**config.mk**
```make
export PLATFORM = sky130hd
export DESIGN_NAME = rx_exc_fifo
export DESIGN_NICKNAME = d
export VERILOG_FILES = /design/src/rtl/rxq_pkg.sv /design/src/rtl/rxq_ring.sv /design/src/rtl/rxq_hold.sv /design/src/rtl/rxq_timer.sv /design/src/rtl/rx_exc_fifo.sv
export SDC_FILE = /design/constraint.sdc
export NUM_CORES = 1
export LEC_CHECK = 0
export BUFFER_PORTS_ARGS = -buffer_cell sky130_fd_sc_hd__clkbuf_2
export CAP_MARGIN = 15
export CORE_ASPECT_RATIO = 1.75
export CORE_MARGIN = 2
export CORE_UTILIZATION = 33
export DETAILED_ROUTE_END_ITERATION = 16
export HOLD_SLACK_MARGIN = 0.05
export PLACE_DENSITY = 0.6
export SETUP_SLACK_MARGIN = 0.3
export SYNTH_ARGS = -nofsm -noshare
export SYNTH_HDL_FRONTEND = slang
export SYNTH_SLANG_ARGS = --single-unit
export TNS_END_PERCENT = 100
```
**constraint.sdc**
```tcl
create_clock -name clk -period 2.55 [get_ports clk]
set_input_delay 0.255 -clock clk [delete_from_list [all_inputs] [get_ports clk]]
set_output_delay 0.255 -clock clk [all_outputs]
set_load 0.02 [all_outputs]
```
**src/rtl/rxq_pkg.sv**
```systemverilog
// Package: shared entry type for the receive queue.
// Assumes 8-bit characters and 8-bit status bytes.
package rxq_pkg;
    typedef struct packed {
        logic [7:0] status;
        logic [7:0] data;
    } rx_ent_t;

    localparam int OVR_BIT = 0;
endpackage

```
**src/rtl/rxq_ring.sv**
```systemverilog
// Module: circular storage of DEPTH entries with one push and one pop port.
// Assumes the caller never pushes when full without popping in the same cycle,
// and never pops when empty.
module rxq_ring #(
    parameter int DEPTH = 16
) (
    input  logic            clk,
    input  logic            rst_n,
    input  logic            push,
    input  rxq_pkg::rx_ent_t push_ent,
    input  logic            pop,
    output rxq_pkg::rx_ent_t head,
    output logic [$clog2(DEPTH+1)-1:0] cnt
);
    localparam int PTR_W = (DEPTH > 1) ? $clog2(DEPTH) : 1;
    localparam int CNT_W = $clog2(DEPTH + 1);

    rxq_pkg::rx_ent_t mem [DEPTH];
    logic [PTR_W-1:0] wp, rp;

    // Advance a pointer with wrap at DEPTH-1.
    function automatic logic [PTR_W-1:0] nxt(input logic [PTR_W-1:0] p);
        return (p == PTR_W'(DEPTH - 1)) ? '0 : p + 1'b1;
    endfunction

    // Write and read pointers plus occupancy count.
    always_ff @(posedge clk) begin
        if (!rst_n) begin
            wp  <= '0;
            rp  <= '0;
            cnt <= '0;
        end else begin
            if (push) wp <= nxt(wp);
            if (pop)  rp <= nxt(rp);
            if (push && !pop)      cnt <= cnt + CNT_W'(1);
            else if (pop && !push) cnt <= cnt - CNT_W'(1);
        end
    end

    // Entry storage, written at the tail.
    always_ff @(posedge clk) begin
        if (push) mem[wp] <= push_ent;
    end

    // Head entry presented to the reader.
    always_comb head = mem[rp];
endmodule

```
**src/rtl/rxq_hold.sv**
```systemverilog
// Module: single holding register behind the ring. It can be loaded, emptied,
// and have its overrun bit set. Load takes priority over clear; the mark is
// ignored when the register is empty.
module rxq_hold (
    input  logic             clk,
    input  logic             rst_n,
    input  logic             load,
    input  rxq_pkg::rx_ent_t load_ent,
    input  logic             clear,
    input  logic             mark_ovr,
    output logic             valid,
    output rxq_pkg::rx_ent_t ent
);
    // Holding register contents and valid bit.
    always_ff @(posedge clk) begin
        if (!rst_n) begin
            valid <= 1'b0;
            ent   <= '0;
        end else if (load) begin
            valid <= 1'b1;
            ent   <= load_ent;
        end else if (clear) begin
            valid <= 1'b0;
        end else if (mark_ovr && valid) begin
            ent.status[rxq_pkg::OVR_BIT] <= 1'b1;
        end
    end
endmodule

```
**src/rtl/rxq_timer.sv**
```systemverilog
// Module: idle timer. It reloads on activity, counts down on ticks, and
// flags when it is armed, enabled and expired. Arming happens on the first
// removal and lasts until reset.
module rxq_timer #(
    parameter int TMO_W = 8
) (
    input  logic             clk,
    input  logic             rst_n,
    input  logic             reload,
    input  logic             arm,
    input  logic             tick,
    input  logic             en,
    input  logic [TMO_W-1:0] period,
    output logic             flag
);
    logic [TMO_W-1:0] cnt;
    logic             armed;

    // Countdown register and arm latch.
    always_ff @(posedge clk) begin
        if (!rst_n) begin
            cnt   <= '0;
            armed <= 1'b0;
        end else begin
            if (arm) armed <= 1'b1;
            if (reload)                  cnt <= period;
            else if (tick && cnt != '0)  cnt <= cnt - 1'b1;
        end
    end

    // Timeout indication.
    always_comb flag = en && armed && (cnt == '0);
endmodule

```
**src/rtl/rx_exc_fifo.sv**
```systemverilog
// Module: receive queue top. It steers arrivals into the ring or the holding
// register, drops characters on overflow and marks the newest stored entry,
// pops on end of service (except for an unread overrun head), drives the
// registered read port and the idle timer.
// Assumes single-cycle strobes from the host and the receiver.
module rx_exc_fifo #(
    parameter int DEPTH = 16,
    parameter int TMO_W = 8
) (
    input  logic             clk,
    input  logic             rst_n,
    input  logic             in_valid,
    input  logic [7:0]       in_data,
    input  logic             in_brk,
    input  logic             in_par_err,
    input  logic             in_frm_err,
    input  logic [2:0]       in_spc,
    input  logic             rd_status,
    input  logic             rd_data,
    input  logic             ack_end,
    input  logic             bit_tick,
    input  logic             tmo_en,
    input  logic [TMO_W-1:0] tmo_period,
    output logic [7:0]       rd_port,
    output logic             req_nempty,
    output logic             tmo_flag
);
    localparam int CNT_W = $clog2(DEPTH + 1);
    localparam int OCC_W = $clog2(DEPTH + 2);

    rxq_pkg::rx_ent_t in_ent, head, hold_ent, ring_wr;
    logic [CNT_W-1:0] ring_cnt;
    logic [OCC_W-1:0] occ;
    logic hold_v, ring_push, hold_load, hold_clear, mark_ovr;
    logic st_seen, status_ok, head_ovr, pop, ring_room;

    // Pack the incoming character and its flags into an entry.
    always_comb begin
        in_ent.data   = in_data;
        in_ent.status = {1'b0, in_spc, in_brk, in_par_err, in_frm_err, 1'b0};
    end

    // Remember a status read within the current service cycle.
    always_ff @(posedge clk) begin
        if (!rst_n)         st_seen <= 1'b0;
        else if (ack_end)   st_seen <= 1'b0;
        else if (rd_status) st_seen <= 1'b1;
    end

    // Pop decision: an overrun head needs a status read first.
    always_comb begin
        status_ok = st_seen || rd_status;
        head_ovr  = head.status[rxq_pkg::OVR_BIT];
        pop       = ack_end && (ring_cnt != '0) && (!head_ovr || status_ok);
        ring_room = (ring_cnt != CNT_W'(DEPTH)) || pop;
    end

    // Steering of arrivals between the ring, the holding register and overflow.
    always_comb begin
        ring_push  = 1'b0;
        ring_wr    = in_ent;
        hold_load  = 1'b0;
        hold_clear = 1'b0;
        mark_ovr   = 1'b0;
        if (hold_v) begin
            if (pop) begin
                ring_push  = 1'b1;
                ring_wr    = hold_ent;
                hold_load  = in_valid;
                hold_clear = !in_valid;
            end else if (in_valid) begin
                mark_ovr = 1'b1;
            end
        end else if (in_valid) begin
            if (ring_room) ring_push = 1'b1;
            else           hold_load = 1'b1;
        end
    end

    rxq_ring #(.DEPTH(DEPTH)) u_ring (
        .clk(clk), .rst_n(rst_n), .push(ring_push), .push_ent(ring_wr),
        .pop(pop), .head(head), .cnt(ring_cnt)
    );

    rxq_hold u_hold (
        .clk(clk), .rst_n(rst_n), .load(hold_load), .load_ent(in_ent),
        .clear(hold_clear), .mark_ovr(mark_ovr), .valid(hold_v), .ent(hold_ent)
    );

    rxq_timer #(.TMO_W(TMO_W)) u_timer (
        .clk(clk), .rst_n(rst_n), .reload(in_valid || pop), .arm(pop),
        .tick(bit_tick), .en(tmo_en), .period(tmo_period), .flag(tmo_flag)
    );

    // Registered read port; a status read takes precedence over a data read.
    always_ff @(posedge clk) begin
        if (!rst_n)         rd_port <= '0;
        else if (rd_status) rd_port <= head.status;
        else if (rd_data)   rd_port <= head.data;
    end

    // Total occupancy and service request, dropping with the last pop.
    always_comb begin
        occ        = OCC_W'(ring_cnt) + OCC_W'(hold_v);
        req_nempty = (ring_cnt != '0) && !(pop && ring_cnt == CNT_W'(1) && !hold_v);
    end
endmodule

```
==> out/qor.yml, run 1 <==
synth_edf_count: 240
grt_pass1_wl_um: 43400
grt_usage_pct: 15.6
fillCellCount: 3093
failed_checks: "negative setup slack"
nNetsFinal: 905
final_cell_area_sq_um: 15500
postLayoutCoreUtil_pct: 43.9
first_global_vias: 7241
status: "complete, but fails checks"
cellPowerDensity_nw_per_um2: 825
power.total_mw: 12.8
ys_seq_elements: 291
drt_iter0_drc: 494
syn_area_sq_um: 11900
cts_tree: "yes"
postSynthAreaPerCell_sq_um: 17.9
swShare_pct: 26.9
cts_inserted_buffers: 26
p_leak_nw: 5.26
critPathMaxFanout: 8
finalMaxSlewViolations: 0
ir_worst_vdd_v: 0.000530
yosysWarnings: 0
fin_crit_ns: 2.79
power.share.clock_pct: 30.6
initial_utilization_pct: 33.6
via_per_inst: 5.18
rsz0062_at_grt: "yes"
cts-root-buf: "clkbuf_16"
overflow: 0
worst_pin_slew_ns: 0.812
route.vias.total: 6988
die_w_um: 147
synth_cell_types: 55
slew_headroom_pct: 45.8
cts.sink_count: 291
clockBufferDepth: 3
dp_hpwl_um: 19600
synthArstFlopShare_pct: 0
max_cap_violations: 0
ys.flop_type: "edfxtp_1"
die_h_um: 255
place.gp.congestion: 0.769
grt_start_max_net_pins: 46
ant_nets: 0
area_growth_pct: 30.7
ctsHtreeMaxLevel: 1
crit_required_ns: 2.82
p_int_mw: 9.34
rrSetupSlack_ns: -0.24
rows: 91
syn_nets: 706
drt-pass1-iter-count: 4
crit_path_end_kind: "flip-flop"
clock_skew_ns: 0.0102
ios: 40
routed_wl_um: 32200
fmax_mhz: 359
pre_cts_ws_ns: -0.141
syn_inst: 664
drive_above_1_share_pct: 39.9
yosysSeqAreaShare_pct: 69.4
clk_pin_slew_ns: 0.07
sequentialPowerShare_pct: 43.7
hold_class: "in2reg"
drc: 0
cp.arrival_ns: 3.06
fin_ws_ns: -0.239
start_kind: "flip-flop"
core-area_sq_um: 35300
finalSetupViolations: 497
antenna_found_initial: 0
dieArea_sq_um: 37500
wire_per_inst_um: 23.9
antenna-diode-count: 0
insertion_delay_ns: 0.55
period_share_pct: 109
p_comb_share_pct: 25.7
crit_type: "reg2reg"
io_buffers: 39
power.net_switching_mw: 3.45
placed_area_sq_um: 13400
hold_violations: 0
flip-flops by register name (all words and copies together) (netlist names), named ones only:
name,flops
u_ring.wp,4
u_timer.cnt,8
u_hold.valid,1
rd_port,8
st_seen,1
u_timer.armed,1
u_ring.rp,4
u_ring.mem,240
u_hold.ent,15
u_ring.cnt,5
layer usage:
layer	vias to the layer above	share of wire [%]	GRT usage, %
met5	-	0	0
met4	0	4.1	7.20
met3	72	4.0	1.78
met2	209	57	30.7
met1	3601	35	16.5
li1	3106	-	-
cells in the final DEF, fill, tap and decap left out, types with 16 or more instances in the layout:
cell type,instances
edfxtp_1,240
buf_4,76
mux4_2,69
dfxtp_1,48
clkbuf_2,38
buf_12,34
clkbuf_16,32
a21oi_1,31
mux2_4,28
nor2_1,24
dlygate4sd3_1,23
nand3_1,22
mux2i_1,21
o211ai_1,16
cell families after synthesis:
group	share of synthesized area, %
flops	69.4
xor+xnor	0.886
fa+ha+maj	1.27
mux	16.6
compound gates	4.94
buf+inv	1.84
simple gates	5.16
final cells by class:
cell class	instances	area, sq um	share of cell area [%]
repair buffers	188	1940	12.5
inverters	14	52.6	0.339
well taps	465	582	3.75
clock inverters	8	53.8	0.347
clock buffers	40	797	5.14
flip-flops and latches	291	8230	53.1
multi-input cells	342	3850	24.8
synth_stat cells, drive strengths merged (15+ instances only):
master / number / area share, %
mux2: 16 / 1.5
o211ai: 16 / 1.0
buf: 17 / 0.92
clkbuf: 15 / 0.47
dfxtp: 51 / 8.6
nor2: 25 / 0.81
a21oi: 35 / 1.5
mux2i: 23 / 1.9
and3: 18 / 0.95
edfxtp: 240 / 61
mux4: 69 / 13
nand3: 23 / 0.97
final timing paths:
path,cells past startpoint,to,startpoint
setup / recovery,10,u_ring.mem[0][0],flip-flop
setup reg to reg,10,u_ring.mem[0][0],flip-flop
hold / removal,3,u_hold.ent[5],in_data[5]
hold reg to reg,2,u_ring.wp[3],u_ring.wp[3]
timing repair:
item	4_1_cts	5_1_grt
cloned	3	19
gates resized for setup	25	25
hold buffers	23	0
pin swaps	7	5
endpoints found under the hold margin	23	0
endpoints found under the setup margin	506	516
setup buffers	36	9
metrics by stage:
step                      cells  hold WS [ns]  setup TNS, ns
after global routing       1348        0.0984         -90.87
final                      1348         0.108         -67.13
after floorplan             664         0.334        -0.0865
after global placement     1210         0.455         -0.981
after CTS                  1320        0.0515         -32.21
after detailed placement   1210         0.461          -2.97
critical path, stage by stage (launching register included):
cell	delay, ns
dfxtp_4	0.39
mux4_2	0.51
nand2b_4	0.16
a31o_4	0.24
buf_4	0.13
buf_6	0.11
buf_6	0.11
nor3_4	0.14
buf_12	0.17
clkbuf_16	0.18
mux2_4	0.37
power groups by stage:
stage | clock [mW] | combinational, mW | sequential, mW
floorplan | 0 | 1.92 | 5.66
global placement | 0 | 2.86 | 5.68
detailed placement | 0 | 2.88 | 5.68
CTS | 3.98 | 3.16 | 5.58
global route | 4.15 | 3.52 | 5.61
finish | 3.92 | 3.28 | 5.59
Power figures use the tool's default switching activity.
==> inputs of run 2 (changes only) <==
--- a/config.mk
+++ b/config.mk
@@ -12,7 +12,7 @@
 export CORE_UTILIZATION = 33
 export DETAILED_ROUTE_END_ITERATION = 16
 export HOLD_SLACK_MARGIN = 0.05
-export PLACE_DENSITY = 0.6
+export PLACE_DENSITY = 0.54
 export SETUP_SLACK_MARGIN = 0.3
 export SYNTH_ARGS = -nofsm -noshare
 export SYNTH_HDL_FRONTEND = slang
==> run 2 against run 1 <==
The run still ends with negative setup slack left. Cell area shrank 3.5%. Total power decreased by 3.7%. Sequential power about the same. Fmax is 1.8% higher. Critical path type unchanged.
==> out/qor.yml, run 2 (synthesis gave the netlist of run 1 again) <==
rsz0062_at_grt: "yes"  # unchanged
finalMaxSlewViolations: 0  # unchanged
instances_no_fill: 1308  # was 1,348
antenna_found_initial: 0  # unchanged
ctsHtreeMaxLevel: 1  # unchanged
largest_reg_flops: 240  # unchanged
insertion_delay_ns: 0.55  # about the same
cts-root-buf: "clkbuf_16"  # unchanged
top_register: "u_ring.mem"  # unchanged
ir_worst_vdd_v: 0.000699  # was 0.000530 V
clockBufferDepth: 3  # unchanged
die_h_um: 255  # unchanged
dp_hpwl_um: 20200  # was 19,600 um
overflow: 0  # unchanged
drt-pass1-iter-count: 4  # unchanged
cellPowerDensity_nw_per_um2: 822  # was 825 nW/um^2
crit_type: "reg2reg"  # unchanged
failed_checks: "negative setup slack"  # unchanged
rrSetupSlack_ns: -0.19  # was -0.24 ns
fillCellCount: 3200  # was 3,093
cts.sink_count: 291  # unchanged
fin_crit_ns: 2.74  # was 2.79 ns
drt_iter0_drc: 517  # was 494
wire_per_inst_um: 25.3  # was 23.9 um
grt_pass1_wl_um: 43900  # was 43,400 um
area_growth_pct: 26.2  # was 30.7%
drc: 0  # unchanged
dieArea_sq_um: 37500  # unchanged
grt_usage_pct: 15.8  # was 15.6%
initial_utilization_pct: 33.6  # unchanged
io_buffers: 39  # unchanged
dp.cells: 1207  # was 1,210
status: "complete, but fails checks"  # unchanged
crit_path_end_kind: "flip-flop"  # unchanged
reg2regPathDepth: 10  # unchanged
worst_pin_slew_ns: 0.835  # was 0.812 ns
fmax_mhz: 365  # was 359 MHz
path_cells: "mux4_2 > nand2b_4 > buf_4 > a31oi_4 > a21oi_4 > nor3_4 > buf_6 > buf_8 > and3_4 > clkbuf_16"  # was mux4_2 > nand2b_4 > a31o_4 > buf_4 > buf_6 > buf_6 > nor3_4 > buf_12 > clkbuf_16 > mux2_4
place.gp.congestion: 0.789  # was 0.769
cts_tree: "yes"  # unchanged
slew_headroom_pct: 44.1  # was 45.8%
power.total_mw: 12.3  # was 12.8 mW
core-area_sq_um: 35300  # unchanged
finalSetupViolations: 363  # was 497
hold_violations: 0  # unchanged
route.vias.total: 6862  # was 6,988
clk_pin_slew_ns: 0.06  # was 0.07 ns
slowest_stage: "mux4_2"  # unchanged
antenna-diode-count: 0  # unchanged
mostFrequentLayoutCell: "edfxtp_1"  # unchanged
ios: 40  # unchanged
nNetsFinal: 865  # was 905
r2r_end: "u_ring.mem[12][0]"  # was u_ring.mem[0][0]
largestRegisters: "u_ring.mem: 240 flops, u_hold.ent: 15 flops"  # unchanged
cts_inserted_buffers: 26  # unchanged
cp.arrival_ns: 2.99  # was 3.06 ns
final_cell_mix: "edfxtp_1 (240), mux4_2 (69), dfxtp_1 (48)"  # was edfxtp_1 (240), buf_4 (76), mux4_2 (69)
hold_class: "in2reg"  # unchanged
hp-start: "rst_n"  # was in_data[5]
max_cap_violations: 0  # unchanged
start_kind: "flip-flop"  # unchanged
critPathMaxStageDelay_ns: 0.51  # about the same
p_leak_nw: 4.99  # was 5.26 nW
via_per_inst: 5.25  # was 5.18
clock_skew_ns: 0.0145  # was 0.0102 ns
critPathMaxFanout: 7  # was 8
ant_nets: 0  # unchanged
routed_wl_um: 33100  # was 32,200 um
rows: 91  # unchanged
whs_path_depth: 3  # unchanged
die_w_um: 147  # unchanged
fin_ws_ns: -0.189  # was -0.239 ns
drive_above_1_share_pct: 35.9  # was 39.9%
first_global_vias: 7156  # was 7,241
grt_start_max_net_pins: 30  # was 46
period_share_pct: 107  # was 109%
min_to: "u_hold.ent[8]"  # was u_hold.ent[5]
crit_required_ns: 2.80  # was 2.82 ns
run 2: per-stage QoR:
step	worst slack (ns)	instance area, sq um	utilization [%]	hold slack, ns	setup TNS (ns)
finish	-0.189	15000	42.4	0.195	-40.21
global route	-0.238	15000	42.4	0.190	-59.82
CTS	-0.146	14500	41.1	-0.000397	-5.61
detailed placement	-0.0951	13400	38.1	0.451	-13.88
global placement	-0.0579	13400	38.1	0.452	-2.76
floorplan	-0.0456	12000	-	0.334	-0.0865
run 2: report_power, final:
group / switching (mW) / internal (mW)
Combinational: 1.49 / 1.55
Sequential: 0.160 / 5.42
Clock: 1.69 / 2.00
Total: 3.35 / 8.97
run 2: layout make-up:
type	instances	area, sq um	area share (%)
Clock buffer	36	688	4.60
Clock inverter	12	93.8	0.627
Inverter	14	52.6	0.351
Multi-Input combinational cell	338	3770	25.2
Sequential cell	291	8230	55.0
Tap cell	465	582	3.89
Timing Repair Buffer	152	1550	10.4
run 2: worst max path at each step:
| stage | from | endpoint | slack [ns] | cells after the start |
|---|---|---|---|---|
| final | flip-flop | u_ring.mem[12][0] | -0.19 | 10 |
| after global routing | flip-flop | u_ring.mem[12][0] | -0.24 | 10 |
| after CTS | flip-flop | req_nempty | -0.15 | 8 |
| after detailed placement | flip-flop | u_ring.mem[12][14] | -0.1 | 9 |
| after global placement | flip-flop | u_ring.cnt[3] | -0.06 | 10 |
| after floorplan | flip-flop | u_ring.cnt[3] | -0.05 | 11 |
run 2: worst max-delay path: cells and delay by family (launching register included):
| kind | cells | cell delay (ns) |
|---|---|---|
| simple gates | 3 | 0.67 |
| buf+inv | 4 | 0.60 |
| mux | 1 | 0.51 |
| flops | 1 | 0.37 |
| compound gates | 2 | 0.28 |
run 2: layer usage:
metal  GRT usage, %  vias to the layer above  wire length, um
li1               -                     3018                -
met1           17.3                     3568            11700
met2           31.3                      224            18700
met3           1.87                       52             1610
met4           5.22                        0             1020
met5              0                        -                0
run 2: what timing repair did:
item | in CTS | in global routing
buffers inserted | 6 | 5
hold buffers | 23 | 1
hold endpoints to repair | 24 | 1
resized for setup | 5 | 40
endpoints found under the setup margin | 513 | 520
pin swaps | 3 | 10
gates cloned | 0 | 18
==> inputs of run 3 (changes only) <==
--- a/config.mk
+++ b/config.mk
@@ -12,7 +12,7 @@
 export CORE_UTILIZATION = 33
 export DETAILED_ROUTE_END_ITERATION = 16
 export HOLD_SLACK_MARGIN = 0.05
-export PLACE_DENSITY = 0.54
+export PLACE_DENSITY = 0.53
 export SETUP_SLACK_MARGIN = 0.3
 export SYNTH_ARGS = -nofsm -noshare
 export SYNTH_HDL_FRONTEND = slang
==> constraint.sdc (replaced) <==
create_clock -name clk -period 3.5 [get_ports clk]
set_input_delay 0.35 -clock clk [delete_from_list [all_inputs] [get_ports clk]]
set_output_delay 0.35 -clock clk [all_outputs]
set_load 0.02 [all_outputs]
==> run 3 against run 2 <==
The run now ends clean. Sequential share of layout area is 5.5 points higher. Highest routed layer unchanged. Critical path type is now reg2out. Worst hold slack worse by 0.11 ns. Sequential power is 27% lower. Non-clock buffer count is 76 lower.
==> out/qor.yml, run 3 (synthesis gave the netlist of run 1 again) <==
die_h_um: 255  # unchanged
reg2regPathDepth: 7  # was 10
cts.sink_count: 291  # unchanged
dieArea_sq_um: 37500  # unchanged
rows: 91  # unchanged
cts_tree: "yes"  # unchanged
dp.cells: 1166  # was 1,207
postCtsSetupBuffers: 0  # was 6
fmax_mhz: 322
initial_utilization_pct: 33.6  # unchanged
drt-pass1-iter-count: 5  # was 4
r2r_end: "u_ring.mem[7][4]"  # was u_ring.mem[12][0]
cts_inserted_buffers: 26  # unchanged
ctsHtreeMaxLevel: 1  # unchanged
ir_worst_vdd_v: 0.000537  # was 0.000699 V
slew_headroom_pct: 35.4  # was 44.1%
antenna_found_initial: 0  # unchanged
multi_input_area_sq_um: 3420  # was 3770 sq um
drc: 0  # unchanged
power.total_mw: 8.63  # was 12.3 mW
crit_type: "reg2out"  # was reg2reg
dp_hpwl_um: 18300  # was 20,200 um
antenna-diode-count: 0  # unchanged
grt_pass1_wl_um: 41900  # was 43,900 um
via_per_inst: 5.17  # was 5.25
first_global_vias: 6654  # was 7,156
cts-root-buf: "clkbuf_16"  # unchanged
fin_crit_ns: 3.11
clock_skew_ns: 0.00974  # was 0.0145 ns
seq_area_sq_um: 8230  # about the same
overflow: 0  # unchanged
drive_above_1_share_pct: 27.4  # was 35.9%
critPathMaxFanout: 14  # was 7
grt_usage_pct: 15.1  # was 15.8%
whs_path_depth: 3  # unchanged
start_kind: "flip-flop"  # unchanged
insertion_delay_ns: 0.54  # was 0.55 ns
ant_nets: 0  # unchanged
cellPowerDensity_nw_per_um2: 634  # was 822 nW/um^2
worst_pin_slew_ns: 0.967  # was 0.835 ns
instances_no_fill: 1220  # was 1,308
core-area_sq_um: 35300  # unchanged
crit_required_ns: 3.15  # was 2.80 ns
top_register: "u_ring.mem"  # unchanged
route.vias.total: 6302  # was 6,862
max_cap_violations: 0  # unchanged
clk_pin_slew_ns: 0.06  # about the same
mostFrequentLayoutCell: "edfxtp_1"  # unchanged
p_leak_nw: 4.41  # was 4.99 nW
area_growth_pct: 14.7  # was 26.2%
tns_ns: 0  # was -40.21 ns
crit_path_end_kind: "primary output"  # was flip-flop
clockBufferDepth: 3  # unchanged
io_buffers: 39  # unchanged
wire_per_inst_um: 23.0  # was 25.3 um
grt_start_max_net_pins: 51  # was 30
place.gp.congestion: 0.783  # was 0.789
cp.arrival_ns: 2.76  # was 2.99 ns
largest_reg_flops: 240  # unchanged
largestRegisters: "u_ring.mem: 240 flops, u_hold.ent: 15 flops"  # unchanged
drt_iter0_drc: 431  # was 517
ios: 40  # unchanged
fillCellCount: 3284  # was 3,200
period_share_pct: 88.8
rsz0062_at_grt: "yes"  # unchanged
hold_class: "in2reg"  # unchanged
rrSetupSlack_ns: 0.53  # was -0.19 ns
finalMaxSlewViolations: 0  # unchanged
min_to: "u_timer.cnt[2]"  # was u_hold.ent[8]
hold_violations: 0  # unchanged
hp-start: "tmo_period[2]"  # was rst_n
status: "completed"  # was complete, but fails checks
nNetsFinal: 778  # was 865
final_cell_mix: "edfxtp_1 (240), mux4_2 (69), dfxtp_1 (49)"  # was edfxtp_1 (240), mux4_2 (69), dfxtp_1 (48)
routed_wl_um: 28100  # was 33,100 um
finalSetupViolations: 0  # was 363
die_w_um: 147  # unchanged
-- run 3: cell count changes in the layout (fill, tap and decap cells not counted), sizes merged --
| cell | change |
|---|---|
| bufinv | +1 |
| mux2 | -11 |
| clkinvlp | +1 |
| buf | -55 |
| inv | -1 |
| clkinv | -2 |
| dlygate4sd3 | -17 |
| clkbuf | -4 |
-- run 3: per-layer routing --
layer  up-vias  track usage [%]  share of wire [%]
li1       2805                -                  -
met1      3276             17.1                 38
met5         -                0                  0
met2       164             28.3                 54
met3        57             2.14                4.0
met4         0             6.79                4.0
-- run 3: report_power, final --
group	switching, mW	leakage [nW]	total (mW)	internal, mW
registers	0.144	2.57	4.10	3.95
clock network	1.21	0.402	2.79	1.58
logic	0.928	1.44	1.74	0.814
-- run 3: worst max-delay path, cell delays in order (launching register included) --
cell and delay [ns]:
dfxtp_4 0.51, mux4_2 0.54, nand2b_4 0.18, a31o_4 0.27
nor2_2 0.11, buf_4 0.18, and3_1 0.16, o211ai_1 0.09
clkbuf_2 0.18
-- run 3: repair_timing --
item,4_1_cts,5_1_grt
hold buffers,7,0
resized for setup,0,3
endpoints found under the setup margin,0,36
endpoints found under the hold margin,7,0
-- run 3: final cells by class --
cell class / instances / share of cell area, %
Sequential cell: 291 / 60.5
Clock buffer: 36 / 5.29
Clock inverter: 11 / 0.763
Multi-Input combinational cell: 327 / 25.2
Tap cell: 465 / 4.28
Timing Repair Buffer: 76 / 3.63
Inverter: 14 / 0.386
-- run 3: worst max-delay path by stage --
| stage | to | slack [ns] | from |
|---|---|---|---|
| floorplan | u_ring.cnt[3] | 0.74 | flip-flop |
| global placement | u_ring.mem[7][13] | 0.40 | flip-flop |
| detailed placement | u_ring.mem[7][13] | 0.38 | flip-flop |
| CTS | req_nempty | 0.35 | flip-flop |
| global route | req_nempty | 0.27 | flip-flop |
| finish | req_nempty | 0.39 | flip-flop |
-- run 3: metrics by stage --
| stage | area [sq um] | setup slack [ns] | util [%] | hold slack (ns) |
|---|---|---|---|---|
| after floorplan | 11900 | 0.744 | - | 0.429 |
| after global placement | 12700 | 0.401 | 36.0 | 0.450 |
| after detailed placement | 12700 | 0.378 | 36.0 | 0.455 |
| after CTS | 13600 | 0.347 | 38.5 | 0.0695 |
| after global routing | 13600 | 0.274 | 38.6 | 0.0924 |
| final | 13600 | 0.392 | 38.6 | 0.0838 |
